==> src/rtl/fr_tmr_pkg.sv <==
package fr_tmr_pkg;

   typedef enum logic [1:0] {
      MODE_FREE    = 2'b00,
      MODE_PULSE   = 2'b01,
      MODE_PLAIN_A = 2'b10,
      MODE_PLAIN_B = 2'b11
   } tmr_mode_e;

   localparam int unsigned ADR_CTL     = 0;
   localparam int unsigned ADR_OPT     = 1;
   localparam int unsigned ADR_CH_BASE = 2;

   localparam int unsigned CTL_EN_BIT   = 7;
   localparam int unsigned OPT_FLAG_BIT = 0;
   localparam int unsigned OPT_SEL_LSB  = 4;

   function automatic logic [7:0] bit_merge(input logic [7:0] old_v,
                                            input logic [7:0] new_v,
                                            input logic [7:0] mask);
      return (old_v & ~mask) | (new_v & mask);
   endfunction

endpackage

==> src/rtl/fr_tmr_counter.sv <==
module fr_tmr_counter #(
   parameter int unsigned CNT_W = 16
) (
   input  logic             clk,
   input  logic             rst_n,
   input  logic             en,
   input  logic             ovf_mode,
   output logic [CNT_W-1:0] cnt,
   output logic             ovf_evt
);
   localparam logic [CNT_W-1:0] CNT_MAX = '1;

   always_ff @(posedge clk) begin
      if (!rst_n)   cnt <= '0;
      else if (!en) cnt <= '0;
      else          cnt <= cnt + 1'b1;
   end

   assign ovf_evt = en && ovf_mode && (cnt == CNT_MAX);
endmodule

==> src/rtl/fr_tmr_regs.sv <==
module fr_tmr_regs
   import fr_tmr_pkg::*;
#(
   parameter int unsigned NCH = 2
) (
   input  logic           clk,
   input  logic           rst_n,
   input  logic           wr_ctl,
   input  logic           wr_opt,
   input  logic [7:0]     wdata,
   input  logic [7:0]     wmask,
   input  logic           ovf_evt,
   output logic           en,
   output tmr_mode_e      mode,
   output logic [NCH-1:0] sel,
   output logic           ovf,
   output logic           sel_err,
   output logic [7:0]     ctl_rd,
   output logic [7:0]     opt_rd
);
   logic [7:0]     ctl_nx;
   logic [7:0]     opt_nx;
   logic [NCH-1:0] sel_req;
   logic           dis_evt;

   always_comb begin
      ctl_rd = '0;
      ctl_rd[CTL_EN_BIT] = en;
      ctl_rd[1:0] = mode;
      opt_rd = '0;
      opt_rd[OPT_FLAG_BIT] = ovf;
      opt_rd[OPT_SEL_LSB +: NCH] = sel;
   end

   assign ctl_nx  = bit_merge(ctl_rd, wdata, wmask);
   assign opt_nx  = bit_merge(opt_rd, wdata, wmask);
   assign sel_req = opt_nx[OPT_SEL_LSB +: NCH];
   assign dis_evt = wr_ctl && en && !ctl_nx[CTL_EN_BIT];

   always_ff @(posedge clk) begin
      if (!rst_n) begin
         en   <= 1'b0;
         mode <= MODE_FREE;
      end else if (wr_ctl) begin
         en   <= ctl_nx[CTL_EN_BIT];
         mode <= tmr_mode_e'(ctl_nx[1:0]);
      end
   end

   always_ff @(posedge clk) begin
      if (!rst_n) begin
         sel     <= '0;
         sel_err <= 1'b0;
      end else if (dis_evt) begin
         sel <= '0;
      end else if (wr_opt) begin
         if (!en)                 sel     <= sel_req;
         else if (sel_req != sel) sel_err <= 1'b1;
      end
   end

   always_ff @(posedge clk) begin
      if (!rst_n)        ovf <= 1'b0;
      else if (dis_evt)  ovf <= 1'b0;
      else if (ovf_evt)  ovf <= 1'b1;
      else if (wr_opt && wmask[OPT_FLAG_BIT] && !wdata[OPT_FLAG_BIT])
                         ovf <= 1'b0;
   end
endmodule

==> src/rtl/fr_tmr_channel.sv <==
module fr_tmr_channel
   import fr_tmr_pkg::*;
#(
   parameter int unsigned CNT_W = 16
) (
   input  logic             clk,
   input  logic             rst_n,
   input  logic             en,
   input  logic             is_cap,
   input  logic             trig,
   input  logic [CNT_W-1:0] cnt,
   input  logic             wr_lo,
   input  logic             wr_hi,
   input  logic [7:0]       wdata,
   input  logic [7:0]       wmask,
   output logic [CNT_W-1:0] val,
   output logic             match
);
   logic trig_q;
   logic rise;

   assign rise = trig && !trig_q;

   always_ff @(posedge clk) begin
      if (!rst_n) trig_q <= 1'b0;
      else        trig_q <= trig;
   end

   always_ff @(posedge clk) begin
      if (!rst_n) begin
         val <= '0;
      end else if (en && is_cap && rise) begin
         val <= cnt;
      end else begin
         if (wr_lo) val[7:0]  <= bit_merge(val[7:0], wdata, wmask);
         if (wr_hi) val[15:8] <= bit_merge(val[15:8], wdata, wmask);
      end
   end

   always_ff @(posedge clk) begin
      if (!rst_n) match <= 1'b0;
      else        match <= en && !is_cap && (cnt == val);
   end
endmodule

==> src/rtl/fr_timer_cc.sv <==
module fr_timer_cc
   import fr_tmr_pkg::*;
#(
   parameter int unsigned CNT_W  = 16,
   parameter int unsigned NCH    = 2,
   parameter int unsigned ADDR_W = 3
) (
   input  logic              clk,
   input  logic              rst_n,
   input  logic [ADDR_W-1:0] bus_addr,
   input  logic              bus_wr,
   input  logic [7:0]        bus_wdata,
   input  logic [7:0]        bus_wmask,
   output logic [7:0]        bus_rdata,
   input  logic [NCH-1:0]    cap_trig,
   output logic [NCH-1:0]    cmp_match,
   output logic              ovf_irq,
   output logic              dbg_sel_err
);
   localparam int unsigned ADR_CNT = ADR_CH_BASE + 2 * NCH;
   localparam int unsigned N_ADR   = ADR_CNT + 2;

   if (CNT_W != 16) begin : g_bad_width
      $error("fr_timer_cc: CNT_W must be 16 for the byte register layout");
   end
   if (NCH < 1 || NCH > 2) begin : g_bad_nch
      $error("fr_timer_cc: NCH must be 1 or 2");
   end
   if ((1 << ADDR_W) < N_ADR) begin : g_bad_addr
      $error("fr_timer_cc: ADDR_W too small for the register map");
   end

   logic                      en;
   tmr_mode_e                 mode;
   logic [NCH-1:0]            sel;
   logic                      ovf;
   logic                      sel_err;
   logic [7:0]                ctl_rd;
   logic [7:0]                opt_rd;
   logic [CNT_W-1:0]          cnt;
   logic                      ovf_evt;
   logic                      ovf_mode;
   logic [NCH-1:0]            is_cap;
   logic [NCH-1:0][CNT_W-1:0] ch_val;

   assign ovf_mode    = (mode == MODE_FREE) || (mode == MODE_PULSE);
   assign dbg_sel_err = sel_err;

   fr_tmr_regs #(.NCH(NCH)) u_regs (
      .clk     (clk),
      .rst_n   (rst_n),
      .wr_ctl  (bus_wr && (bus_addr == ADDR_W'(ADR_CTL))),
      .wr_opt  (bus_wr && (bus_addr == ADDR_W'(ADR_OPT))),
      .wdata   (bus_wdata),
      .wmask   (bus_wmask),
      .ovf_evt (ovf_evt),
      .en      (en),
      .mode    (mode),
      .sel     (sel),
      .ovf     (ovf),
      .sel_err (sel_err),
      .ctl_rd  (ctl_rd),
      .opt_rd  (opt_rd)
   );

   fr_tmr_counter #(.CNT_W(CNT_W)) u_cnt (
      .clk      (clk),
      .rst_n    (rst_n),
      .en       (en),
      .ovf_mode (ovf_mode),
      .cnt      (cnt),
      .ovf_evt  (ovf_evt)
   );

   always_ff @(posedge clk) begin
      if (!rst_n) ovf_irq <= 1'b0;
      else        ovf_irq <= ovf_evt;
   end

   for (genvar i = 0; i < NCH; i++) begin : g_ch
      assign is_cap[i] = (mode == MODE_FREE) ? sel[i] : (mode == MODE_PULSE);

      fr_tmr_channel #(.CNT_W(CNT_W)) u_ch (
         .clk    (clk),
         .rst_n  (rst_n),
         .en     (en),
         .is_cap (is_cap[i]),
         .trig   (cap_trig[i]),
         .cnt    (cnt),
         .wr_lo  (bus_wr && (bus_addr == ADDR_W'(ADR_CH_BASE + 2 * i))),
         .wr_hi  (bus_wr && (bus_addr == ADDR_W'(ADR_CH_BASE + 2 * i + 1))),
         .wdata  (bus_wdata),
         .wmask  (bus_wmask),
         .val    (ch_val[i]),
         .match  (cmp_match[i])
      );
   end

   always_comb begin
      bus_rdata = '0;
      if (bus_addr == ADDR_W'(ADR_CTL)) bus_rdata = ctl_rd;
      if (bus_addr == ADDR_W'(ADR_OPT)) bus_rdata = opt_rd;
      for (int i = 0; i < NCH; i++) begin
         if (bus_addr == ADDR_W'(ADR_CH_BASE + 2 * i))     bus_rdata = ch_val[i][7:0];
         if (bus_addr == ADDR_W'(ADR_CH_BASE + 2 * i + 1)) bus_rdata = ch_val[i][15:8];
      end
      if (bus_addr == ADDR_W'(ADR_CNT))     bus_rdata = cnt[7:0];
      if (bus_addr == ADDR_W'(ADR_CNT + 1)) bus_rdata = cnt[15:8];
   end
endmodule

==> config.mk <==
export PLATFORM = sky130hd
export DESIGN_NAME = fr_timer_cc
export DESIGN_NICKNAME = d
export VERILOG_FILES = /design/src/rtl/fr_tmr_pkg.sv /design/src/rtl/fr_tmr_counter.sv /design/src/rtl/fr_tmr_regs.sv /design/src/rtl/fr_tmr_channel.sv /design/src/rtl/fr_timer_cc.sv
export SDC_FILE = /design/constraint.sdc
export NUM_CORES = 1
export LEC_CHECK = 0
export BUFFER_PORTS_ARGS = -buffer_cell sky130_fd_sc_hd__buf_2
export CELL_PAD_IN_SITES_DETAIL_PLACEMENT = 0
export CELL_PAD_IN_SITES_GLOBAL_PLACEMENT = 1
export CORE_UTILIZATION = 40
export CTS_BUF_LIST = sky130_fd_sc_hd__clkbuf_8
export DETAILED_ROUTE_END_ITERATION = 10
export HOLD_SLACK_MARGIN = 0.12
export PLACE_DENSITY_LB_ADDON = 0.1
export SLEW_MARGIN = 0
export SYNTH_ARGS = -nofsm -noshare
export SYNTH_HDL_FRONTEND = slang
export SYNTH_SLANG_ARGS = --single-unit
==> constraint.sdc <==
create_clock -name clk -period 5.15 [get_ports clk]
set_input_delay 0.515 -clock clk [delete_from_list [all_inputs] [get_ports clk]]
set_output_delay 0.515 -clock clk [all_outputs]
set_load 0.005 [all_outputs]
# Word-level counts from Yosys, hierarchy flattened
# Index checks and enable logic that the tools add are counted.
[totals] input_bits=24 ramBits=0 output_inout_bits=12 latchBits=0 memories=0 romBits=0 ff_bits=60 word_cells=103
[classes] addsub=1 bitwise=17 n_reduce_logical=40 mul=0 eq_ne=12 magnitude_cmp=0 n_mux=18 shift=0 div_mod_pow=0
[op_table] op="$mux 8" n=12
[op_table] op="$and 8x8->8" n=6
[op_table] op="$or 8x8->8" n=5
[op_table] op="$eq 16x16->1" n=2
[op_table] op="$mux 16" n=2
[op_table] op="$logic_and 1x1->1" n=22
[op_table] op="$add 16x1->16 const B" n=1
[op_table] op="$eq 16x16->1 const B" n=1
[op_table] op="$eq 3x3->1 const B" n=4
[op_table] op="$reduce_bool 2->1" n=5
[op_table] op="$not 8->8" n=1
[op_table] op="$and 6x6->6" n=1
[op_table] op="$eq 3x2->1 const B" n=2
[op_table] op="$logic_not 1->1" n=6
[op_table] op="$or 6x6->6" n=1
[op_table] op="$mux 1" n=4
[op_table] op="$reduce_and 2->1" n=2
[op_table] op="$reduce_and 4->1" n=1
[op_table] op="$eq 3x1->1 const B" n=1
[op_table] op="$logic_not 3->1" n=1
[op_table] op="$not 1->1" n=3
[op_table] op="$eq 2x1->1 const B" n=1
[op_table] op="$logic_not 2->1" n=1
[op_table] op="$ne 2x2->1" n=1
[op_table] op="2 further kinds" n=2

# Longest topological paths before layout
[depth] depth_word=9 ltp_mapped=6 ltp_nobuf=5

# Cells and area by module
# Synthesis repeated with hierarchy kept, for this count alone.
[hier_totals] cells_unflattened=459 hier_area_um2=3892.5
[by_module_without_submodules] module="fr_tmr_channel" cells_each=114 seq_area_each_um2=360.3 area_per_inst_um2=984.7 n_inst=2
[by_module_without_submodules] module="fr_timer_cc" cells_each=94 seq_area_each_um2=20.0 area_per_inst_um2=740.7 n_inst=1
[by_module_without_submodules] module="fr_tmr_counter" cells_each=83 seq_area_each_um2=320.3 area_per_inst_um2=735.7 n_inst=1
[by_module_without_submodules] module="fr_tmr_regs" cells_each=54 seq_area_each_um2=140.1 area_per_inst_um2=446.7 n_inst=1

# Least setup slack after synthesis
# No wires, ideal clock.
[synth_path] kind="input to output" startpoint="in bus_addr[1]" endpoint="out bus_rdata[0]" required_ns=4.635 arrival_time_ns=1.704 path_stages=4 n_path_buf=2 slack_ns=2.931 path_cell_list="buf_1 clkbuf_1 mux4_2 mux2_2"
[synth_via] elab_chain_cells=9 word_cells_on_any_way=16 classes_between="eq/ne (7); mux (8); reduce/logical (1)"
[synth_rtl] element="start: declaration" line="fr_timer_cc.sv:10" source="input logic [ADDR_W-1:0] bus_addr,"
[synth_rtl] element="$logic_not 3->1" line="fr_timer_cc.sv:101" source="if (bus_addr == ADDR_W'(ADR_CTL)) bus_rdata = ctl_rd;"
[synth_rtl] element="$mux 8" line="fr_timer_cc.sv:101"
[synth_rtl] element="$mux 8" line="fr_timer_cc.sv:102" source="if (bus_addr == ADDR_W'(ADR_OPT)) bus_rdata = opt_rd;"
[synth_rtl] element="$mux 8" line="fr_timer_cc.sv:104" source="if (bus_addr == ADDR_W'(ADR_CH_BASE + 2 * i)) bus_rdata = ch_val[i][7:0];"
[synth_rtl] element="$mux 8" line="fr_timer_cc.sv:105" source="if (bus_addr == ADDR_W'(ADR_CH_BASE + 2 * i + 1)) bus_rdata = ch_val[i][15:8];"
[synth_rtl] element="$mux 8" line="fr_timer_cc.sv:104"
[synth_rtl] element="$mux 8" line="fr_timer_cc.sv:105"
[synth_rtl] element="$mux 8" line="fr_timer_cc.sv:107" source="if (bus_addr == ADDR_W'(ADR_CNT)) bus_rdata = cnt[7:0];"
[synth_rtl] element="$mux 8 (*)" line="fr_timer_cc.sv:108" source="if (bus_addr == ADDR_W'(ADR_CNT + 1)) bus_rdata = cnt[15:8];"
[synth_rtl] element="end: declaration" line="fr_timer_cc.sv:14" source="output logic [7:0] bus_rdata,"
# Mark *: on every way between the ends. The rest lies on a longest branch, timed or not.

# Worst setup path after layout
[layout_path] startpoint="in bus_addr[2]" endpoint="out bus_rdata[2]"
[layout_via] elab_chain_cells=8 word_cells_on_any_way=14 classes_between="eq/ne (7); mux (7)"
[layout_rtl] element="$eq 3x1->1" line="fr_timer_cc.sv:102"
[layout_rtl] element="$mux 8" line="fr_timer_cc.sv:102"
[layout_rtl] element="$mux 8" line="fr_timer_cc.sv:104"
[layout_rtl] element="$mux 8" line="fr_timer_cc.sv:105"
[layout_rtl] element="$mux 8" line="fr_timer_cc.sv:104"
[layout_rtl] element="$mux 8" line="fr_timer_cc.sv:105"
[layout_rtl] element="$mux 8" line="fr_timer_cc.sv:107"
[layout_rtl] element="$mux 8 (*)" line="fr_timer_cc.sv:108"
# Marks and branches as above.

==> impl_metrics.tcl <==
set metrics [dict create \
    outcome "complete, no violations" \
    grt_first_pass_wirelength_um 16000 \
    p_seq_share_pct 47.8 \
    drt_wl_total_um 10200 \
    ant_nets 0 \
    area_growth_pct 10.6 \
    synth_cells 406 \
    path_clk_slew_ns 0.08 \
    grt_max_degree 33 \
    ctsHoldBuffers 0 \
    io_buffers 35 \
    yosysUniqueCellTypes 47 \
    synthArstFlopShare_pct 0 \
    cp_slowest_cell "nor2b_1" \
    wl_per_cell_um 19.1 \
    pre_cts_ws_ns 2.61 \
    syn_area_per_cell_um2 8.78 \
    dr.pass1.iters 4 \
    yosysWarnings 0 \
    dieArea_mm2 0.00930 \
    fin_ws_ns 2.62 \
    final-hold-violation-count 0 \
    synth_area_mm2 0.00357 \
    rows 34 \
    synth_edf_count 0 \
    drive_gt1_share_pct 17.6 \
    r2r_end "u_cnt.cnt[15]" \
    slew_headroom_pct 26.6 \
    vias 3029 \
    max_slew.worst_pin.slew_ns 1.09 \
    reg2reg_depth 4 \
    antenna_found_initial 0 \
    fin_cells 535 \
    pin_count 36 \
    cp_data_required_time_ns 4.64 \
    cap_violations 0 \
    gr-usage-met2_pct 38.8 \
    cp.arrival_ns 2.01 \
    end_kind "output pin" \
    switching_share_pct 24.5 \
    placed_cells 519 \
    diodes 0 \
    switching_power_uw 243 \
    drt-initial-drc-count 163 \
    worstPathMaxFanout 26 \
    avgViaCountPerCell 5.66 \
    seqCellArea_mm2 0.00120 \
    core-area_mm2 0.00868 \
    p_int_uw 747 \
    synth-main-ff-cell "dfxtp_1" \
    drv_slew 0 \
    rsz0062_at_grt "no" \
    die_y_um 96.4 \
    startpoint "bus_addr[2]" \
    multiInputGateArea_mm2 0.00217 \
    setup_tns_ns 0 \
    insertion_delay_ns 0.34 \
    grt.busiest_layer "met2" \
    path_class "input port to output pin" \
    powerDensity_mw_per_mm2 251 \
    cts_max_path_buffers 2 \
    cts_inserted_buffers 9 \
    period_minus_slack_ns 2.53 \
    final_core_util_pct 45.5 \
    gr-total-overflow 0 \
    initial_utilization_pct 41.1 \
    dp_hpwl_um 7250 \
    layout.nets 447 \
    max_stage_delay_ns 0.56 \
    htreeDepth 3 \
    p_comb_share_pct 8.0 \
    hold_path.class "input port to register" \
    syn_nets 431 \
    cp_cell_sequence "buf_2 -> nor2b_1 -> and2_1 -> a221o_1 -> buf_2" \
    ys_seq_area_share_pct 33.7 \
    cts_resized 0 \
    startpoint_type "input port" \
    use_met3_pct 3.99 \
    path_common_cell "buf_2" \
    timing.rr.start "u_cnt.cnt[2]" \
    clock_skew_ns 0.00957 \
    gp_congestion 0.821 \
    drc_errors 0 \
    p_clk_share_pct 44.2 \
    worstSetupEndpoint "bus_rdata[2]" \
    fp.dieW_um 96.4 \
    grt_usage_pct 23.7 \
    grt_pass1_vias 2812 \
    cts_root_buffer "clkbuf_8" \
    p_leak_nw 1.58 \
    grt_use_met1_pct 33.1 \
    cts.sinks 60 \
    ff2ff_setup_slack_ns 3.15 \
    ys_ff_latch 60 \
    num-fill-cells 915 \
    finalSetupViolations 0 \
    cts_tree "done" \
    cts_setup_buffers 0 \
    ir_drop_v 0.000133 \
    period_share_pct 49.1 \
    maxClockFrequency_mhz 396 \
]
[cells by family after synthesis]
logic type / Yosys count / synth area share [%]
and+or+nand+nor: 126 / 18.6
AOI/OAI and AO/OA: 89 / 16.0
DFF: 60 / 33.7
muxes: 49 / 15.6
xor gates and xnor gates: 42 / 10.3
buffers and inverters: 39 / 5.33
adders and majority gates: 1 / 0.351
[routing by layer]
metal,up-vias,routed length [µm]
met2,57,4790
met1,1468,4870
met4,0,81
met3,9,470
met5,-,0
li1,1495,-
[power groups by stage]
| stage | combinational [mW] | clock, mW | sequential, mW |
|---|---|---|---|
| final | 0.0789 | 0.438 | 0.473 |
| after detailed placement | 0.0790 | 0 | 0.484 |
| after global placement | 0.0786 | 0 | 0.484 |
| after CTS | 0.0795 | 0.449 | 0.473 |
| after floorplan | 0.0463 | 0 | 0.482 |
| after global routing | 0.0872 | 0.475 | 0.473 |
[worst max-delay path, delay by kind of cell]
kind	cells	cell delay, ns
buf+inv	2	0.51
compound gates	1	0.17
simple gates	2	0.80
[through the flow]
step	power [mW]	hold WS [ns]	cell area, µm²
after CTS	1.00	0.383	3950
final	0.990	0.390	3950
after detailed placement	0.563	0.460	3740
after global placement	0.562	0.442	3740
after floorplan	0.528	0.433	3570
after global routing	1.04	0.391	3950
[synth_stat cells (2+ instances only)]
cell type	n	area (µm²)
nor4bb_1	3	30.0
o221ai_1	2	17.5
mux4_2	3	67.6
xor2_1	6	52.6
clkbuf_1	21	78.8
nor2_1	19	71.3
a22oi_1	3	22.5
nand4_1	8	50.1
xnor2_1	36	315
dfxtp_1	60	1200
a221o_1	2	20.0
nor4_1	4	25.0
a22o_1	5	43.8
nand2b_1	2	12.5
a21oi_1	27	135
mux2_2	11	124
nand3_1	10	50.1
o311a_1	2	20.0
nor2b_1	4	25.0
or3_1	7	43.8
buf_2	8	40.0
nand2_1	48	180
buf_6	3	33.8
nand3b_1	4	30.0
inv_1	3	11.3
and3_1	2	12.5
and4b_1	2	20.0
and2_1	3	18.8
mux2i_1	34	340
nor3_1	3	15.0
o21ai_0	27	135
o2111ai_1	2	17.5
o2bb2ai_1	16	140
buf_4	3	22.5
[worst min path at each step]
stage              startpoint                   to  slack (ns)  depth (start not counted)
6_report          cap_trig[0]  g_ch[0].u_ch.trig_q        0.39                          2
3_5_place_dp       u_regs.ovf           u_regs.ovf        0.46                          2
3_3_place_gp   u_regs.sel_err       u_regs.sel_err        0.44                          2
4_1_cts           cap_trig[0]  g_ch[0].u_ch.trig_q        0.38                          2
2_1_floorplan      u_regs.ovf           u_regs.ovf        0.43                          2
5_1_grt           cap_trig[0]  g_ch[0].u_ch.trig_q        0.39                          2
[final cells by class]
class / instances / area share (%)
Multi-Input combinational cell: 307 / 55.1
Inverter: 3 / 0.285
Clock inverter: 5 / 1.30
Clock buffer: 11 / 3.84
Sequential cell: 60 / 30.4
Tap cell: 108 / 3.43
Timing Repair Buffer: 41 / 5.58
[layout by cell type, fill, tap and decap left out, drive strengths merged, types with 2 or more instances in the layout]
cell     Yosys  layout
o21ai       28      28
nor4bb       3       3
nand2       48      48
xnor2       36      36
nor2        19      19
mux2        11      11
xor2         6       6
a22o         5       5
nor4         4       4
a221o        2       2
dfxtp       60      60
and3         2       2
nor2b        4       4
or3          8       8
a21oi       27      27
inv          3       4
nand3b       4       4
mux4         4       4
o311a        2       2
nand2b       2       2
a22oi        3       3
clkbuf      21      11
buf         15      41
o2bb2ai     16      16
and4b        2       2
clkinv       0       2
o2111ai      2       2
nand3       11      11
o221ai       2       2
nand4        9       9
and2         3       3
nor3         4       4
mux2i       34      34
No activity file was read; power rests on OpenSTA's default activity.
